File: config.mk
export PLATFORM = sky130hd
export DESIGN_NAME = sec_ctrl_reg
export DESIGN_NICKNAME = d
export VERILOG_FILES = /design/src/rtl/sec_ctrl_pkg.sv /design/src/rtl/sec_ctrl_access.sv /design/src/rtl/sec_ctrl_store.sv /design/src/rtl/sec_ctrl_route.sv /design/src/rtl/sec_ctrl_maskgate.sv /design/src/rtl/sec_ctrl_reg.sv
export SDC_FILE = /design/constraint.sdc
export NUM_CORES = 1
export LEC_CHECK = 0
export CORE_UTILIZATION = 25
export DETAILED_ROUTE_END_ITERATION = 8
export PLACE_DENSITY = 0.86
export SLEW_MARGIN = 20
export SYNTH_ARGS = -nofsm -noshare
export SYNTH_HDL_FRONTEND = slang
export SYNTH_SLANG_ARGS = --single-unit
File: constraint.sdc
create_clock -name clk -period 1.5 [get_ports clk]
set_input_delay 0.15 -clock clk [delete_from_list [all_inputs] [get_ports clk]]
set_output_delay 0.15 -clock clk [all_outputs]
set_load 0.01 [all_outputs]
File: src/rtl/sec_ctrl_pkg.sv
package sec_ctrl_pkg;

  localparam int MODE_W   = 5;
  localparam int CFG_BITS = 6;

  localparam logic [MODE_W-1:0] MODE_USR = 5'b10000;
  localparam logic [MODE_W-1:0] MODE_FIQ = 5'b10001;
  localparam logic [MODE_W-1:0] MODE_IRQ = 5'b10010;
  localparam logic [MODE_W-1:0] MODE_SVC = 5'b10011;
  localparam logic [MODE_W-1:0] MODE_MON = 5'b10110;
  localparam logic [MODE_W-1:0] MODE_ABT = 5'b10111;
  localparam logic [MODE_W-1:0] MODE_UND = 5'b11011;
  localparam logic [MODE_W-1:0] MODE_SYS = 5'b11111;

  // Packed from MSB to LSB: bit 5 down to bit 0 of the word.
  typedef struct packed {
    logic amask_grant;  // bit 5
    logic fmask_grant;  // bit 4
    logic abt_to_mon;   // bit 3
    logic fiq_to_mon;   // bit 2
    logic irq_to_mon;   // bit 1
    logic nonsec;       // bit 0
  } sec_cfg_t;

  localparam int N_EXC = 3;  // index 0 irq, 1 fiq, 2 abort

  function automatic logic [MODE_W-1:0] home_mode(input int idx);
    case (idx)
      0:       home_mode = MODE_IRQ;
      1:       home_mode = MODE_FIQ;
      default: home_mode = MODE_ABT;
    endcase
  endfunction

endpackage

File: src/rtl/sec_ctrl_access.sv
module sec_ctrl_access
  import sec_ctrl_pkg::*;
(
  input  logic [MODE_W-1:0] cpu_mode,
  input  logic              cfg_nonsec,
  input  logic              req,
  input  logic              wr,
  output logic              eff_ns,
  output logic              legal_wr,
  output logic              legal_rd,
  output logic              trap
);

  logic privileged;
  logic in_monitor;
  logic legal;

  always_comb begin
    privileged = (cpu_mode != MODE_USR);
    in_monitor = (cpu_mode == MODE_MON);
    eff_ns     = cfg_nonsec & ~in_monitor;
    legal      = privileged & ~eff_ns;
    legal_wr   = req & wr & legal;
    legal_rd   = req & ~wr & legal;
    trap       = req & ~legal;
  end

endmodule

File: src/rtl/sec_ctrl_store.sv
module sec_ctrl_store
  import sec_ctrl_pkg::*;
(
  input  logic                clk,
  input  logic                rst_n,
  input  logic                wr_en,
  input  logic [CFG_BITS-1:0] wdata,
  output sec_cfg_t            cfg_q
);

  sec_cfg_t cfg_d;

  // Next-state process: load on a legal write, otherwise hold.
  always_comb begin
    cfg_d = cfg_q;
    if (wr_en) begin
      cfg_d = sec_cfg_t'(wdata);
    end
  end

  // Register process with asynchronous active-low reset.
  always_ff @(posedge clk or negedge rst_n) begin
    if (!rst_n) begin
      cfg_q <= '0;
    end else begin
      cfg_q <= cfg_d;
    end
  end

endmodule

File: src/rtl/sec_ctrl_route.sv
module sec_ctrl_route
  import sec_ctrl_pkg::*;
(
  input  logic [N_EXC-1:0]        to_mon,
  output logic [N_EXC*MODE_W-1:0] tgt_flat
);

  for (genvar g = 0; g < N_EXC; g++) begin : g_exc
    localparam logic [MODE_W-1:0] HOME = home_mode(g);
    always_comb begin
      tgt_flat[g*MODE_W +: MODE_W] = to_mon[g] ? MODE_MON : HOME;
    end
  end

endmodule

File: src/rtl/sec_ctrl_maskgate.sv
module sec_ctrl_maskgate #(
  parameter int N_FLAGS = 2
) (
  input  logic               eff_ns,
  input  logic [N_FLAGS-1:0] grant,
  input  logic [N_FLAGS-1:0] req,
  output logic [N_FLAGS-1:0] en
);

  for (genvar g = 0; g < N_FLAGS; g++) begin : g_flag
    always_comb begin
      en[g] = req[g] & (~eff_ns | grant[g]);
    end
  end

endmodule

File: src/rtl/sec_ctrl_reg.sv
module sec_ctrl_reg
  import sec_ctrl_pkg::*;
#(
  parameter int DATA_W = 32
) (
  input  logic              clk,
  input  logic              rst_n,
  input  logic [MODE_W-1:0] cpu_mode,
  input  logic              cfg_req,
  input  logic              cfg_wr,
  input  logic [DATA_W-1:0] cfg_wdata,
  output logic [DATA_W-1:0] cfg_rdata,
  output logic              cfg_trap,
  output logic              eff_nonsecure,
  output logic [MODE_W-1:0] irq_tgt_mode,
  output logic [MODE_W-1:0] fiq_tgt_mode,
  output logic [MODE_W-1:0] abt_tgt_mode,
  input  logic              fmask_wr_req,
  input  logic              amask_wr_req,
  output logic              fmask_wr_en,
  output logic              amask_wr_en
);

  localparam int PAD_W = DATA_W - CFG_BITS;

  sec_cfg_t                cfg_q;
  logic                    legal_wr;
  logic                    legal_rd;
  logic [N_EXC*MODE_W-1:0] tgt_flat;
  logic [1:0]              mask_en;
  logic                    unused_wdata_hi;

  // Reserved write bits are discarded; reads of them return zero.
  assign unused_wdata_hi = ^cfg_wdata[DATA_W-1:CFG_BITS];

  sec_ctrl_access u_access (
    .cpu_mode   (cpu_mode),
    .cfg_nonsec (cfg_q.nonsec),
    .req        (cfg_req),
    .wr         (cfg_wr),
    .eff_ns     (eff_nonsecure),
    .legal_wr   (legal_wr),
    .legal_rd   (legal_rd),
    .trap       (cfg_trap)
  );

  sec_ctrl_store u_store (
    .clk   (clk),
    .rst_n (rst_n),
    .wr_en (legal_wr),
    .wdata (cfg_wdata[CFG_BITS-1:0]),
    .cfg_q (cfg_q)
  );

  sec_ctrl_route u_route (
    .to_mon   ({cfg_q.abt_to_mon, cfg_q.fiq_to_mon, cfg_q.irq_to_mon}),
    .tgt_flat (tgt_flat)
  );

  sec_ctrl_maskgate #(.N_FLAGS(2)) u_gate (
    .eff_ns (eff_nonsecure),
    .grant  ({cfg_q.amask_grant, cfg_q.fmask_grant}),
    .req    ({amask_wr_req, fmask_wr_req}),
    .en     (mask_en)
  );

  always_comb begin
    irq_tgt_mode = tgt_flat[0*MODE_W +: MODE_W];
    fiq_tgt_mode = tgt_flat[1*MODE_W +: MODE_W];
    abt_tgt_mode = tgt_flat[2*MODE_W +: MODE_W];
    fmask_wr_en  = mask_en[0];
    amask_wr_en  = mask_en[1];
    cfg_rdata    = legal_rd ? {{PAD_W{1'b0}}, cfg_q} : '0;
  end

endmodule

==> results.cfg <==
[sta]
rsz0062_at_grt = true
setup_tns_ns = -0.225
post-route-period-util_pct = 103
fin_ws_ns = -0.0518
finalCriticalPeriod_ns = 1.55
setup_violations = 5
hold_violations = 0
drv_slew = 0
max_freq_mhz = 644
finClkSkew_ns = 0.00473

[setup_path]
path_cells = or2b_4, and4b_4, and2_4, buf_6
cp_data_arrival_time_ns = 1.40
cp_slowest_cell = dfrtp_1
worstPathMaxFanout = 5
cp.required_ns = 1.35
crit_path_end_kind = primary output
start_kind = register
crit_type = register to primary output
max_stage_delay_ns = 0.40

[routing]
via_per_inst = 3.65
ant_nets = 0
first_pass_iters = 2
routed-via-count = 536
drcViolationCount = 0
drt_wl_total_microns = 1580
drt_iter0_drc = 2
wire_per_inst_microns = 10.8

[clocking]
clkLatencyLatePin_ns = 0.24
clkSinkCount = 6
clk_pin_slew_ns = 0.04
cts_buffers = 3
clockRootBuffer = clkbuf_4
cts.path.max_buffers = 2
cts_tree = built
htreeDepth = 1

[final_layout]
drive_above_1_share_pct = 33.3
fin_nets = 162
regMostFlops = u_store.cfg_q
reg_top3 = u_store.cfg_q (6)
area_delta_synth_final_pct = 42.7
num_antenna_cells = 0
n_fill_cell = 263
largest_reg_flops = 6

[global_routing]
grt_pass1_wl_microns = 2170
grt_usage_pct = 10.8
antenna_found_initial = 0
grt_overflow = 0
grt_pass1_vias = 497
grt_max_degree = 7

[logic_synthesis]
yosys-top-cells-area = buf_4, dfrtp_1, mux2_2, and2_1, o21a_1
syn_inst = 77
yosysUniqueCellTypes = 18
synth_area_sq_um = 701
synth_top_area_share_pct = 41.8
synth_seq_cells = 6
synth.avg_cell_area_sq_um = 9.10
synth_top_area_cell = buf_4
ys_warn_count = 0
ys_seq_area_share_pct = 21.4

[floorplanning]
die_w_microns = 54.9
start_util_pct = 27.3
io_pins = 94
die_area_sq_um = 3020
dieHeight_microns = 54.9
row_count = 18
core_area_sq_um = 2570

[worst_hold_path]
min_path_type = primary input to async pin

[pwr]
irDropWorstVdd_v = 0.000427
power_leakage_nw = 0.510
power_density_nw_per_um2 = 806

[placement]
post-place-ws_ns = -0.640
dp_hpwl_microns = 1280
gp_congestion = 0.636
port_buffers = 31

[run]
max_cap_violations = 0

[outcome]
status = finished, violations left
violations = negative setup slack
[worst paths after layout]
kind | start | end | slack [ns] | cells past startpoint
worst min register to register | u_store.cfg_q[1]$_DFFE_PN0P_ | u_store.cfg_q[1]$_DFFE_PN0P_ | 0.55 | 1
worst min-delay path | rst_n | u_store.cfg_q[1]$_DFFE_PN0P_ | 0.15 | 1
worst max register to register | u_store.cfg_q[0]$_DFFE_PN0P_ | u_store.cfg_q[4]$_DFFE_PN0P_ | 0.05 | 4
min in group clk | cfg_wdata[0] | u_store.cfg_q[0]$_DFFE_PN0P_ | 0.50 | 2
worst max-delay path | u_store.cfg_q[0]$_DFFE_PN0P_ | cfg_rdata[3] | -0.05 | 4
max in group asynchronous | rst_n | u_store.cfg_q[4]$_DFFE_PN0P_ | 1.13 | 1
[stage by stage]
stage	hold slack (ns)	power (mW)	std cells	utilization, %	cell area [sq um]
3_3_place_gp	0.403	0.628	140	36.5	936
5_1_grt	0.158	0.873	147	38.9	1000
3_5_place_dp	0.408	0.641	140	36.5	936
2_1_floorplan	-0.146	0.513	111	-	828
4_1_cts	0.149	0.790	145	37.7	967
6_report	0.152	0.806	147	38.9	1000
[Yosys cell counts (all sizes together)]
| cell | number |
|---|---|
| o22a | 1 |
| mux2 | 5 |
| and4b | 1 |
| o21ai | 1 |
| nand4 | 1 |
| dfrtp | 6 |
| conb | 2 |
| buf | 39 |
| a21boi | 1 |
| nand2 | 3 |
| nor4bb | 1 |
| nor4b | 1 |
| a21oi | 1 |
| and2 | 5 |
| o21a | 3 |
| and4bb | 1 |
| or2b | 1 |
| inv | 4 |
[cell usage in the layout, fill, tap and decap left out, drive strengths merged]
| cell | Yosys | routed |
|---|---|---|
| conb | 2 | 36 |
| buf | 39 | 18 |
| clkdlybuf4s50 | 0 | 17 |
| dfrtp | 6 | 6 |
| mux2 | 5 | 5 |
| and2 | 5 | 5 |
| inv | 4 | 4 |
| clkbuf | 0 | 4 |
| clkdlybuf4s15 | 0 | 4 |
| o21a | 3 | 3 |
| nand2 | 3 | 3 |
| dlygate4sd2 | 0 | 2 |
| and4bb | 1 | 1 |
| or2b | 1 | 1 |
| nor4b | 1 | 1 |
| o21ai | 1 | 1 |
| and4b | 1 | 1 |
| nor4bb | 1 | 1 |
| a21boi | 1 | 1 |
| nand4 | 1 | 1 |
| a21oi | 1 | 1 |
| o22a | 1 | 1 |
[layer usage]
metal / up-vias / share of wire [%] / GRT usage (%)
met5: - / 0 / 0
met4: 0 / 2.8 / 6.67
met3: 4 / 6.4 / 2.19
met2: 33 / 61 / 21.9
met1: 242 / 29 / 9.47
li1: 257 / - / -
[power breakdown]
group          internal (mW)  total, mW  switching [mW]
Combinational          0.241      0.416           0.176
Clock                 0.0900      0.141          0.0508
Sequential             0.206      0.248          0.0425
[cells by family after synthesis]
group	count (synthesis)	share of synthesized area (%)
other	2	1.07
DFF	6	21.4
and+or+nand+nor	14	18.0
muxes	5	8.04
AOI/OAI and AO/OA	7	7.50
buffers and inverters	43	43.9
[layout make-up]
type | instances | area (sq um) | area share (%)
inverters | 4 | 15.0 | 1.50
flip-flops and latches | 6 | 150 | 15.0
repair buffers | 42 | 377 | 37.7
multi-input cells | 62 | 398 | 39.8
clock buffers | 3 | 22.5 | 2.25
well taps | 30 | 37.5 | 3.75
[critical path: cells and delay by family, from the launching register on]
family,cells,cell delay (ns)
buf+inv,1,0.11
simple gates,3,0.66
flops,1,0.40
[repair_timing]
action,4_1_cts,5_1_grt
setup endpoints to repair,15,10
hold buffers,0,0
pin swaps,1,4
gates resized for setup,44,12
buffers inserted,2,2
No activity file was read; power rests on OpenSTA's default activity.
